$ cat config.mk
export PLATFORM = sky130hd
export DESIGN_NAME = nand_colseq
export DESIGN_NICKNAME = d
export VERILOG_FILES = /design/src/rtl/nand_colseq_pkg.sv /design/src/rtl/nand_colseq_colchk.sv /design/src/rtl/nand_colseq_bus.sv /design/src/rtl/nand_colseq.sv
export SDC_FILE = /design/constraint.sdc
export NUM_CORES = 1
export LEC_CHECK = 0
export BUFFER_PORTS_ARGS = -buffer_cell sky130_fd_sc_hd__buf_2
export CORE_ASPECT_RATIO = 0.6
export CORE_UTILIZATION = 35
export CTS_CLUSTER_SIZE = 20
export DETAILED_ROUTE_END_ITERATION = 6
export PLACE_DENSITY = 0.62
export SLEW_MARGIN = 20
export SYNTH_ARGS = -nofsm -noshare
export SYNTH_HDL_FRONTEND = slang
export SYNTH_SLANG_ARGS = --single-unit
$ cat constraint.sdc
create_clock -name clk -period 2.8 [get_ports clk]
set_clock_uncertainty 0.15 [all_clocks]
set_input_delay 0.56 -clock clk [delete_from_list [all_inputs] [get_ports clk]]
set_output_delay 0.56 -clock clk [all_outputs]
set_load 0.02 [all_outputs]
$ cat src/rtl/nand_colseq_pkg.sv
`timescale 1ns/1ps
package nand_colseq_pkg;
    typedef enum logic [1:0] {OP_CMD, OP_ADDR, OP_READ} bus_op_t;
    typedef enum logic [1:0] {PH_IDLE, PH_ACT, PH_REL} bus_ph_t;
    typedef enum logic [3:0] {
        S_IDLE, S_PCMD, S_PADR, S_PCONF, S_WBSY, S_WRDY,
        S_STRM, S_RCMD, S_RADR, S_RCONF, S_GAP
    } seq_st_t;
    localparam logic [7:0] CMD_PAGE_A = 8'h00;
    localparam logic [7:0] CMD_PAGE_B = 8'h30;
    localparam logic [7:0] CMD_MOVE_A = 8'h05;
    localparam logic [7:0] CMD_MOVE_B = 8'hE0;
endpackage

$ cat src/rtl/nand_colseq_colchk.sv
`timescale 1ns/1ps
module nand_colseq_colchk #(
    parameter int COL_W = 12,
    parameter int LIMIT = 2112
) (
    input  logic [COL_W-1:0] col,
    output logic             ok
);
    assign ok = (32'(col) < LIMIT);
endmodule

$ cat src/rtl/nand_colseq_bus.sv
`timescale 1ns/1ps
module nand_colseq_bus
    import nand_colseq_pkg::*;
(
    input  logic       clk,
    input  logic       rst_n,
    input  logic       go,
    input  bus_op_t    op,
    input  logic [7:0] wbyte,
    output logic       idle,
    output logic       done,
    output logic [7:0] rdata,
    output logic       cle,
    output logic       ale,
    output logic       we_n,
    output logic       re_n,
    output logic [7:0] io_out,
    output logic       io_oe,
    input  logic [7:0] io_in
);
    typedef struct packed {
        bus_ph_t    ph;
        bus_op_t    op;
        logic [7:0] wb;
        logic [7:0] rd;
    } bus_reg_t;

    bus_reg_t r_q, r_d;

    always_comb begin
        r_d = r_q;
        unique case (r_q.ph)
            PH_IDLE: if (go) begin
                r_d.ph = PH_ACT;
                r_d.op = op;
                r_d.wb = wbyte;
            end
            PH_ACT: begin
                r_d.ph = PH_REL;
                if (r_q.op == OP_READ) r_d.rd = io_in;
            end
            default: r_d.ph = PH_IDLE;
        endcase
    end

    always_ff @(posedge clk or negedge rst_n) begin
        if (!rst_n) r_q <= '{ph: PH_IDLE, op: OP_CMD, wb: 8'h00, rd: 8'h00};
        else        r_q <= r_d;
    end

    assign idle   = (r_q.ph == PH_IDLE);
    assign done   = (r_q.ph == PH_REL);
    assign rdata  = r_q.rd;
    assign cle    = (r_q.ph != PH_IDLE) && (r_q.op == OP_CMD);
    assign ale    = (r_q.ph != PH_IDLE) && (r_q.op == OP_ADDR);
    assign we_n   = !((r_q.ph == PH_ACT) && (r_q.op != OP_READ));
    assign re_n   = !((r_q.ph == PH_ACT) && (r_q.op == OP_READ));
    assign io_oe  = (r_q.ph != PH_IDLE) && (r_q.op != OP_READ);
    assign io_out = r_q.wb;

    // bus value stays put while the write strobe rises
    p_io_hold_r1: assert property (@(posedge clk) disable iff (!rst_n)
        !we_n |=> $stable(io_out));
endmodule

$ cat src/rtl/nand_colseq.sv
`timescale 1ns/1ps
module nand_colseq
    import nand_colseq_pkg::*;
#(
    parameter int PAGE_DATA  = 2048,
    parameter int PAGE_SPARE = 64,
    parameter int COL_W      = 12,
    parameter int ROW_CYC    = 3,
    parameter int GAP_CYC    = 4
) (
    input  logic                 clk,
    input  logic                 rst_n,
    input  logic                 start,
    input  logic [ROW_CYC*8-1:0] start_row,
    input  logic [COL_W-1:0]     start_col,
    input  logic                 rd_req,
    input  logic                 col_req,
    input  logic [COL_W-1:0]     col_val,
    output logic                 dout_valid,
    output logic [7:0]           dout,
    output logic                 dout_last,
    output logic                 busy,
    output logic                 err,
    output logic [COL_W-1:0]     cur_col,
    output logic                 nand_ce_n,
    output logic                 nand_cle,
    output logic                 nand_ale,
    output logic                 nand_we_n,
    output logic                 nand_re_n,
    output logic [7:0]           nand_io_out,
    output logic                 nand_io_oe,
    input  logic [7:0]           nand_io_in,
    input  logic                 nand_rb_n
);
    localparam int PAGE_BYTES = PAGE_DATA + PAGE_SPARE;
    localparam int ROW_W      = ROW_CYC * 8;
    localparam int ADR_CYC    = 2 + ROW_CYC;
    localparam int IDX_W      = $clog2(ADR_CYC + 1);
    localparam int GAP_W      = $clog2(GAP_CYC + 1);
    localparam logic [IDX_W-1:0] ADR_LAST = IDX_W'(ADR_CYC - 1);
    localparam logic [GAP_W-1:0] GAP_LAST = GAP_W'(GAP_CYC - 1);
    localparam logic [COL_W-1:0] COL_END  = COL_W'(PAGE_BYTES - 1);

    typedef struct packed {
        seq_st_t          st;
        logic [COL_W-1:0] col;
        logic [COL_W-1:0] tgt;
        logic [ROW_W-1:0] row;
        logic             pend;
        logic [COL_W-1:0] pcol;
        logic [IDX_W-1:0] idx;
        logic [GAP_W-1:0] gap;
        logic             fly;
        logic             err;
    } seq_reg_t;

    seq_reg_t r_q, r_d;

    // column range checks for the request port and the start port
    logic [1:0][COL_W-1:0] chk_col;
    logic [1:0]            chk_ok;
    assign chk_col[0] = col_val;
    assign chk_col[1] = start_col;
    for (genvar g = 0; g < 2; g++) begin : g_chk
        nand_colseq_colchk #(.COL_W(COL_W), .LIMIT(PAGE_BYTES)) u_chk (
            .col (chk_col[g]),
            .ok  (chk_ok[g])
        );
    end
    logic req_ok, start_ok;
    assign req_ok   = chk_ok[0];
    assign start_ok = chk_ok[1];

    logic       bus_go, bus_idle, bus_done;
    bus_op_t    bus_op;
    logic [7:0] bus_wb, bus_rd;

    nand_colseq_bus u_bus (
        .clk    (clk),
        .rst_n  (rst_n),
        .go     (bus_go),
        .op     (bus_op),
        .wbyte  (bus_wb),
        .idle   (bus_idle),
        .done   (bus_done),
        .rdata  (bus_rd),
        .cle    (nand_cle),
        .ale    (nand_ale),
        .we_n   (nand_we_n),
        .re_n   (nand_re_n),
        .io_out (nand_io_out),
        .io_oe  (nand_io_oe),
        .io_in  (nand_io_in)
    );

    logic             active, issue, reloc_now, at_end;
    logic             d_valid, d_last;
    logic [COL_W-1:0] acol;
    logic [7:0]       adr_byte;

    assign active    = (r_q.st != S_IDLE);
    assign issue     = bus_idle && !r_q.fly;
    assign reloc_now = r_q.pend || (col_req && req_ok);
    assign at_end    = (r_q.col == COL_END);

    always_comb begin
        acol = (r_q.st == S_RADR) ? r_q.tgt : r_q.col;
        if (r_q.idx == '0)
            adr_byte = acol[7:0];
        else if (r_q.idx == IDX_W'(1))
            adr_byte = 8'(acol >> 8);
        else
            adr_byte = 8'(r_q.row >> (8 * (32'(r_q.idx) - 2)));
    end

    always_comb begin
        r_d     = r_q;
        bus_go  = 1'b0;
        bus_op  = OP_CMD;
        bus_wb  = 8'h00;
        d_valid = 1'b0;
        d_last  = 1'b0;
        if (active && col_req) begin
            if (req_ok) begin
                r_d.pend = 1'b1;
                r_d.pcol = col_val;
            end else begin
                r_d.err = 1'b1;
            end
        end
        if (bus_done) r_d.fly = 1'b0;
        unique case (r_q.st)
            S_IDLE: if (start) begin
                if (start_ok) begin
                    r_d.st   = S_PCMD;
                    r_d.col  = start_col;
                    r_d.row  = start_row;
                    r_d.err  = 1'b0;
                    r_d.pend = 1'b0;
                    r_d.idx  = '0;
                end else begin
                    r_d.err = 1'b1;
                end
            end
            S_PCMD: begin
                bus_wb = CMD_PAGE_A;
                bus_go = issue;
                if (bus_done) r_d.st = S_PADR;
            end
            S_PADR: begin
                bus_op = OP_ADDR;
                bus_wb = adr_byte;
                bus_go = issue;
                if (bus_done) begin
                    if (r_q.idx == ADR_LAST) r_d.st = S_PCONF;
                    else r_d.idx = r_q.idx + 1'b1;
                end
            end
            S_PCONF: begin
                bus_wb = CMD_PAGE_B;
                bus_go = issue;
                if (bus_done) r_d.st = S_WBSY;
            end
            S_WBSY: if (!nand_rb_n) r_d.st = S_WRDY;
            S_WRDY: if (nand_rb_n)  r_d.st = S_STRM;
            S_STRM: begin
                bus_op = OP_READ;
                if (bus_done) begin
                    d_valid = 1'b1;
                    r_d.col = r_q.col + 1'b1;
                    if (!rd_req || (at_end && !reloc_now)) begin
                        d_last   = 1'b1;
                        r_d.st   = S_IDLE;
                        r_d.pend = 1'b0;
                    end
                end else if (issue) begin
                    if (reloc_now) begin
                        r_d.tgt  = (col_req && req_ok) ? col_val : r_q.pcol;
                        r_d.pend = 1'b0;
                        r_d.idx  = '0;
                        r_d.st   = S_RCMD;
                    end else begin
                        bus_go = 1'b1;
                    end
                end
            end
            S_RCMD: begin
                bus_wb = CMD_MOVE_A;
                bus_go = issue;
                if (bus_done) r_d.st = S_RADR;
            end
            S_RADR: begin
                bus_op = OP_ADDR;
                bus_wb = adr_byte;
                bus_go = issue;
                if (bus_done) begin
                    if (r_q.idx == IDX_W'(1)) r_d.st = S_RCONF;
                    else r_d.idx = r_q.idx + 1'b1;
                end
            end
            S_RCONF: begin
                bus_wb = CMD_MOVE_B;
                bus_go = issue;
                if (bus_done) begin
                    r_d.col = r_q.tgt;
                    r_d.gap = '0;
                    r_d.st  = S_GAP;
                end
            end
            S_GAP: begin
                if (r_q.gap == GAP_LAST) r_d.st = S_STRM;
                else r_d.gap = r_q.gap + 1'b1;
            end
            default: r_d.st = S_IDLE;
        endcase
        if (bus_go) r_d.fly = 1'b1;
    end

    always_ff @(posedge clk or negedge rst_n) begin
        if (!rst_n) r_q <= '{st: S_IDLE, default: '0};
        else        r_q <= r_d;
    end

    assign dout_valid = d_valid;
    assign dout_last  = d_last;
    assign dout       = bus_rd;
    assign busy       = active;
    assign nand_ce_n  = !active;
    assign err        = r_q.err;
    assign cur_col    = r_q.col;

    p_ready_before_read_r1: assert property (@(posedge clk) disable iff (!rst_n)
        !nand_re_n |-> nand_rb_n);
    p_gap_quiet_r6: assert property (@(posedge clk) disable iff (!rst_n)
        (r_q.st == S_GAP) |-> (nand_re_n && nand_we_n));
    p_bad_col_hold_r5: assert property (@(posedge clk) disable iff (!rst_n)
        (active && col_req && !req_ok && !bus_done) |=> $stable(cur_col));
    p_bad_start_flag_r5: assert property (@(posedge clk) disable iff (!rst_n)
        (!active && start && !start_ok) |=> (err && !busy));
    p_col_bound_r7: assert property (@(posedge clk) disable iff (!rst_n)
        32'(cur_col) <= PAGE_BYTES);
    p_last_ends_r8: assert property (@(posedge clk) disable iff (!rst_n)
        dout_last |=> !busy);
endmodule

# [Yosys cells after proc, flatten, opt, wreduce, memory -nomap -nowiden]
# Cells that the tools add are included.
[word_totals] ff_bits=93 latchBits=0 ram_bits=0 mem_bits_ro=0 in_bits=62 output_inout_bits=38 memories=0
[classes] add_sub_neg=4 mul=0 n_div=0 magnitude_cmp=2 eq_ne=43 shifts=1 muxes=66 bitwise=1 n_reduce_logical=38
[op_table] op="4-bit 2-to-1 mux" count=14
[op_table] op="12-bit 2-to-1 mux" count=4
[op_table] op="16-bit 2-to-1 mux" count=3
[op_table] op="4-bit one-hot mux with 11 select lines" count=1
[op_table] op="2-bit != test (second input constant)" count=20
[op_table] op="12-bit one-hot mux with 3 select lines" count=1
[op_table] op="3-bit 2-to-1 mux" count=11
[op_table] op="8-bit one-hot mux with 4 select lines" count=1
[op_table] op="24-bit by 32-bit right shift with 8-bit output" count=1
[op_table] op="13-bit 2-to-1 mux" count=2
[op_table] op="12-bit less-than comparator (second input constant)" count=2
[op_table] op="1-bit 2-to-1 mux" count=21
[op_table] op="4-bit by 3-bit equality test with 1-bit output (second input constant)" count=4
[op_table] op="8-bit 2-to-1 mux" count=2
[op_table] op="16-bit AND reduction" count=1
[op_table] op="12-bit by 1-bit adder with 12-bit output (second input constant)" count=1
[op_table] op="12-bit equality test (second input constant)" count=1
[op_table] op="4-bit equality test (second input constant)" count=3
[op_table] op="3-bit one-hot mux with 4 select lines" count=1
[op_table] op="10-bit AND reduction" count=1
[op_table] op="1-bit logical AND" count=9
[op_table] op="3-bit != test (second input constant)" count=3
[op_table] op="4-bit by 2-bit equality test with 1-bit output (second input constant)" count=2
[op_table] op="2-bit one-hot mux with 2 select lines" count=2
[op_table] op="other kinds (26)" count=44

# [Depth between registers and ports, before layout]
# Gate-level depths: netlist (run 1).
[logic_depth] depth_word=9 mapped_depth=10 mapped_depth_nobuf=8

# [Modules after synthesis]
# A second synthesis (run 1) with hierarchy kept.
[hier_totals] hier_cells=523 hier_area_um2=5432.7
[by_module_without_submodules] mod="nand_colseq" instances=1 cells_per_inst=451 area_per_inst_um2=4461.8 seq_area_each_um2=1826.8
[by_module_without_submodules] mod="nand_colseq_bus" instances=1 cells_per_inst=68 area_per_inst_um2=945.9 seq_area_each_um2=500.5
[by_module_without_submodules] mod="nand_colseq_colchk" instances=2 cells_per_inst=2 area_per_inst_um2=12.5 seq_area_each_um2=0.0

# [Worst setup path before layout (run 1)]
# No wires, ideal clock.
[synth_path] path_kind="reg-to-output" startpoint="register r_q[69] (netlist bit)" endpoint="output port dout_last" t_arrival_ns=2.285 t_required_ns=2.090 path_slack_ns=-0.195 path_stages_with_launch=7 n_path_buf=3 path_cell_list="dfrtp_1 > buf_2 > or4b_4 > buf_6 > clkbuf_1 > nor2_1 > a21boi_0"
[synth_between] elab_chain_cells=2
[synth_rtl] element="start: declaration" line_no="nand_colseq.sv:57" source="seq_reg_t r_q, r_d;"
[synth_rtl] element="start signal: assignment" line_no="nand_colseq.sv:221" source="else r_q <= r_d;"
[synth_rtl] element="4-bit by 3-bit equality test with 1-bit output" line_no="nand_colseq.sv:132" source="unique case (r_q.st)"
[synth_rtl] element="1-bit 2-to-1 mux" line_no="nand_colseq.sv:132"
[synth_rtl] element="end: declaration" line_no="nand_colseq.sv:21" source="output logic dout_last,"
# Every way passes these cells.

# [Worst setup path after layout (run 1)]
# Ends and elaborated chain as after synthesis.

==> flow_metrics.tcl, run 1 <==
set metrics [dict create \
    status "complete, but fails checks" \
    failed_checks "design-rule violations" \
    rsz_0062_raised_after_global_routing "no" \
    synth_most_common_cell "dfrtp_1" \
    mappedNetlistArea_mm2 0.00522 \
    relSlewSlack_pct 42.7 \
    ctsHoldBuffers 0 \
    p_per_area_mw_per_mm2 479 \
    port_buffers 99 \
    fin_crit_ns 2.70 \
    timing.final.setup_violations 0 \
    fin_area_mm2 0.00616 \
    worst-path-max-fanout 8 \
    cts_tree "built" \
    yosys_warnings 0 \
    timing_max_transition_violations_final 0 \
    die_area_mm2 0.0154 \
    tightest_slew_ns 0.856 \
    post_synth.cell_area_avg_um2 10.2 \
    width_of_the_die_um 160 \
    final_setup_tns_ns 0 \
    detail_route.vias_per_cell 5.32 \
    achievable-frequency_mhz 371 \
    cp_cell_sequence "or4b_4, nor2_1, a21boi_2, buf_2" \
    p_leak_uw 0.00303 \
    synth.top_cells.by_count "dfrtp_1 (93), mux2_2 (46), nor2_1 (45), a21oi_1 (34)" \
    final_cells 793 \
    critical_path.endpoint "dout_last" \
    worstSetupPathDepth 4 \
    routedLengthMet1_um 7060 \
    h_tree_level_count 3 \
    layout-drive-gt1-share_pct 33.7 \
    finalWirelength_um 14000 \
    detailedPlacementHpwl_um 10500 \
    clk_root_buffer_cell "clkbuf_16" \
    routed_length_on_met2_um 5660 \
    worstSetupStartpoint "r_q[69]$_DFFE_PN0P_" \
    yosys.area.top_type "dfrtp_1" \
    tritoncts_num_sinks 93 \
    cts_bufs_inserted 9 \
    synth_enable_flop_cells 0 \
    route.detailed.wl_per_inst_um 17.6 \
    whs_ns 0.0356 \
    timing.critical_path.slowest_cell_delay_ns 0.60 \
    maxCapViolations 0 \
    top_layer_reached_by_signal_wires "met4" \
    critical_path_arrival_ns 1.99 \
    critical-path-slowest-cell "or4b_4" \
    synth_ff_type "dfrtp_1" \
    netlist_top_cells_area "dfrtp_1 (45%), mux2_2 (9.9%), mux2i_1 (6.1%)" \
    pre_cts_ws_ns 0.0919 \
    coreArea_mm2 0.0145 \
    postCtsResizedCells 0 \
    synthesis.instances 512 \
    synth-seq-cells 93 \
    area_growth_syn_to_fin_pct 17.9 \
    synth.distinct_cells 53 \
    setup_slack_ns 0.104 \
    global_route_usage_sum_pct 18.7 \
    critPathCaptureType "output pin" \
    drtAntennaViolNets 0 \
    placementRows 34 \
    seq_area_frac_synth_pct 44.6 \
    global_route.overflow_total 0 \
    vdd_ir_drop_max_mv 0.275 \
    grt_first_pass_wirelength_um 22400 \
    post_cts_setup_repair_bufs 0 \
    worstSetupPathType "register to output pin" \
    final_clock_period_utilization_by_the_worst_path_pct 96.3 \
    detail_route.first_pass.iterations 7 \
    boundaryPins 100 \
    place.detailed.instances 776 \
    timing.critical_path.required_ns 2.09 \
    final_net_count 658 \
    synth_fp_nets 581 \
    metal3_wl_um 1160 \
    gp_routability_congestion 0.896 \
    hold_class "input pin to asynchronous set/reset pin" \
    later_pin_clock_latency_in_the_skew_report_ns 0.35 \
    timing.critical_path.from_type "register" \
    clock_tree.buffer_depth 2 \
    cp.buffers_inverters 1 \
    fill_cells 1440 \
    drt_drc_violations_left 1 \
    worst_setup_hold_path_clk_slew_ns 0.06 \
    reg2regPathDepth 5 \
    reg2reg_slack_ns 0.38 \
    initialDrtViolationCount 422 \
    fraction_of_registers_with_async_set_reset_pct 100 \
    grt_pass1_vias 4060 \
    routed-via-count 4216 \
    dpl-instance-area_mm2 0.00582 \
    finalHoldViolations 0 \
    largest_net_degree_at_the_start_of_global_routing 56 \
    initial_core_util_pct 35.9 \
    die_span_y_um 96.6 \
    timing.critical_path.max_delay_family "simple AND/OR/NAND/NOR gates" \
    rr_endpoint "cur_col[5]$_DFFE_PN0P_" \
    synthDominantCellAreaShare_pct 44.6 \
    worst_r2r_startpoint "r_q[72]$_DFFE_PN0P_" \
    antenna_found_initial 1 \
]
==> how the worst min path moves through the flow <==
| stage | cells past startpoint | from | end |
|---|---|---|---|
| 2_1_floorplan | 0 | rst_n | cur_col[0]$_DFFE_PN0P_ |
| 3_3_place_gp | 2 | u_bus.io_out[7]$_DFFE_PN0P_ | u_bus.io_out[7]$_DFFE_PN0P_ |
| 3_5_place_dp | 2 | r_q[1]$_DFFE_PN0P_ | r_q[1]$_DFFE_PN0P_ |
| 4_1_cts | 1 | rst_n | u_bus.io_out[7]$_DFFE_PN0P_ |
| 5_1_grt | 1 | rst_n | u_bus.rdata[3]$_DFFE_PN0P_ |
| 6_report | 1 | rst_n | u_bus.io_out[7]$_DFFE_PN0P_ |
==> report_power, final <==
group,switching [uW],internal (uW)
registers,25.6,1380
clock network,557,795
logic,106,92.6
total,688,2260
==> flip-flops by register name, indices dropped and copies added, names as in the netlist <==
signal and flops:
cur_col 12, err 1, u_bus.r_q 4, u_bus.rdata 8
u_bus.io_out 8, r_q 60
==> metal layers <==
layer  GRT usage, %  vias up
met5              0        -
met4           3.99        0
met3           4.46       11
met2           25.5      182
met1           29.2     2042
li1               -     1981
==> stage by stage <==
step,utilization [%],power (uW)
2_1_floorplan,-,1520
3_3_place_gp,40.0,1620
3_5_place_dp,40.0,1630
4_1_cts,42.3,2980
5_1_grt,42.3,3070
6_report,42.3,2950
==> placed cells by master (no fill, tap or decap), drive strengths merged, types with 10 or more instances in the layout <==
| master | n |
|---|---|
| buf | 124 |
| dfrtp | 93 |
| mux2 | 46 |
| nor2 | 45 |
| a21oi | 35 |
| o21ai | 33 |
| mux2i | 32 |
| nand2 | 32 |
| inv | 14 |
| and3 | 10 |
| nand3 | 10 |
==> area by class of cell <==
| cell class | count | area, um^2 | area share (%) |
|---|---|---|---|
| diodes | 1 | 2.50 | 0.0406 |
| clock buffers | 9 | 225 | 3.66 |
| clock inverters | 7 | 106 | 1.73 |
| inverters | 12 | 47.5 | 0.772 |
| multi-input cells | 349 | 2500 | 40.6 |
| flip-flops and latches | 93 | 2330 | 37.8 |
| well taps | 198 | 248 | 4.02 |
| repair buffers | 124 | 698 | 11.3 |
==> kinds of logic after synthesis <==
family / count (synthesis) / share of synthesized area (%)
compound gates: 127 / 15.8
flops: 93 / 44.6
buf+inv: 70 / 7.81
xor+xnor: 6 / 1.01
fa+ha+maj: 7 / 1.68
mux: 78 / 16.0
simple gates: 131 / 13.1
No activity file was read; power rests on OpenSTA's default activity.
==> run 2: changes to the inputs <==
- MAX_ROUTING_LAYER: default -> met4
- REMOVE_ABC_BUFFERS: default -> 1
==> run 2 against run 1 <==
Effect of this change:
- the flow now finishes without violations
- clock power down 8%
- non-clock buffer count down 3
- largest cell class unchanged
- highest routed layer unchanged
- via count down 0.78%
- register-to-register slack worse by 0.18 ns
==> flow_metrics.tcl, run 2 (synthesized netlist as in run 1, its figures left out) <==
set metrics [dict create \
    global_route.overflow_total 0 \
    boundaryPins 100 \
    finalHoldViolations 0 \
    final_setup_tns_ns 0 \
    die_span_y_um 96.6 \
    gp_routability_congestion 0.896 \
    final_net_count 655 \
    global_route_usage_sum_pct 18.8 \
    timing.critical_path.from_type "register" \
    timing.final.setup_violations 0 \
    h_tree_level_count 3 \
    maxCapViolations 0 \
    width_of_the_die_um 160 \
    ctsHoldBuffers 0 \
    antenna_found_initial 0 \
    placementRows 34 \
    pre_cts_ws_ns 0.142 \
    finalWirelength_um 13300 \
    grt_first_pass_wirelength_um 22000 \
    die_area_mm2 0.0154 \
    max_flop_register "r_q" \
    critical_path_arrival_ns 2.00 \
    fill_cells 1435 \
    vdd_ir_drop_max_mv 0.270 \
    timing.critical_path.required_ns 2.09 \
    mostFrequentLayoutCell "buf_2" \
    worstSetupPathType "register to output pin" \
    hold_class "input pin to asynchronous set/reset pin" \
    layout-drive-gt1-share_pct 33.7 \
    achievable-frequency_mhz 370 \
    routed-via-count 4183 \
    number_of_flip_flops_under_the_largest_register_name 60 \
    worst-path-max-fanout 8 \
    layout_common_cells "buf_2 (98), dfrtp_1 (90), mux2_2 (46), nor2_1 (44), a21oi_1 (34)" \
    critPathCaptureType "output pin" \
    clock_tree.buffer_depth 2 \
    p_per_area_mw_per_mm2 462 \
    grt_pass1_vias 4133 \
    initial_core_util_pct 35.9 \
    post_cts_setup_repair_bufs 0 \
    worst_setup_hold_path_clk_slew_ns 0.07 \
    port_buffers 99 \
    tritoncts_num_sinks 93 \
    antennaDiodeCount 0 \
    detail_route.vias_per_cell 5.30 \
    cts_tree "built" \
    whs_ns 0.0784 \
    p_leak_uw 0.00301 \
    tightest_slew_ns 0.960 \
    fin_crit_ns 2.71 \
    drtAntennaViolNets 0 \
    drt_drc_violations_left 0 \
    setup_slack_ns 0.0948 \
    area_growth_syn_to_fin_pct 17.7 \
    status "complete, no violations" \
    coreArea_mm2 0.0145 \
    cts_bufs_inserted 9 \
    timing_max_transition_violations_final 0 \
    detail_route.first_pass.iterations 5 \
    final_clock_period_utilization_by_the_worst_path_pct 96.6 \
    relSlewSlack_pct 35.8 \
    detailedPlacementHpwl_um 10200 \
    clk_root_buffer_cell "clkbuf_16" \
    later_pin_clock_latency_in_the_skew_report_ns 0.35 \
    largest_net_degree_at_the_start_of_global_routing 51 \
    initialDrtViolationCount 384 \
    rsz_0062_raised_after_global_routing "no" \
    route.detailed.wl_per_inst_um 16.9 \
]
## run 2: per-layer routing
metal	global-route usage (%)	share of wire, %
met1	27.8	51
met2	25.9	42
met3	3.95	6.3
met4	4.07	0.95
met5	-	0
## run 2: layout make-up
| class | instances | area (um^2) | area share (%) |
|---|---|---|---|
| tap | 198 | 248 | 4.03 |
| sequential | 93 | 2330 | 37.9 |
| timing repair buffer | 121 | 713 | 11.6 |
| clock buffer | 11 | 243 | 3.95 |
| clock inverter | 5 | 60.1 | 0.977 |
| inverter | 12 | 47.5 | 0.774 |
| multi-input combinational | 349 | 2500 | 40.7 |
## run 2: final timing paths
kind	startpoint	end	slack [ns]	cells past startpoint
max in group asynchronous	rst_n	r_q[72]$_DFFE_PN0P_	1.73	2
min in group clk	start_row[22]	r_q[43]$_DFFE_PN0P_	0.29	2
worst min register to register	u_bus.io_out[0]$_DFFE_PN0P_	u_bus.io_out[0]$_DFFE_PN0P_	0.33	1
worst min-delay path	rst_n	u_bus.io_out[2]$_DFFE_PN0P_	0.08	1
worst max-delay path	r_q[70]$_DFFE_PN0P_	dout_last	0.09	5
worst max register to register	r_q[69]$_DFFE_PN0P_	u_bus.io_out[0]$_DFFE_PN0P_	0.20	8
## run 2: power breakdown
part	switching (uW)	leakage [uW]	internal [uW]
combinational	103	0.00164	92.4
sequential	26.3	0.00123	1380
clock	524	0.000146	718
total	654	0.00301	2190
## run 2: what timing repair did
| action | 4_1_cts | 5_1_grt |
|---|---|---|
| setup endpoints to repair | 2 | 2 |
| gates resized for setup | 4 | 3 |
| hold endpoints to repair | 0 | 0 |
## run 2: stage by stage
stage,std cells,util (%),power (uW),area [um^2]
finish,789,42.2,2840,6150
global route,789,42.2,2950,6150
CTS,789,42.2,2880,6140
detailed placement,773,40.1,1630,5830
global placement,773,40.1,1620,5830
floorplan,454,-,1510,4860
## run 2: critical path: stages, from the launching register on
cell and delay (ns):
dfrtp_2 0.48, inv_4 0.07, or4b_4 0.52, nor2_1 0.15
a21boi_2 0.23, buf_2 0.19
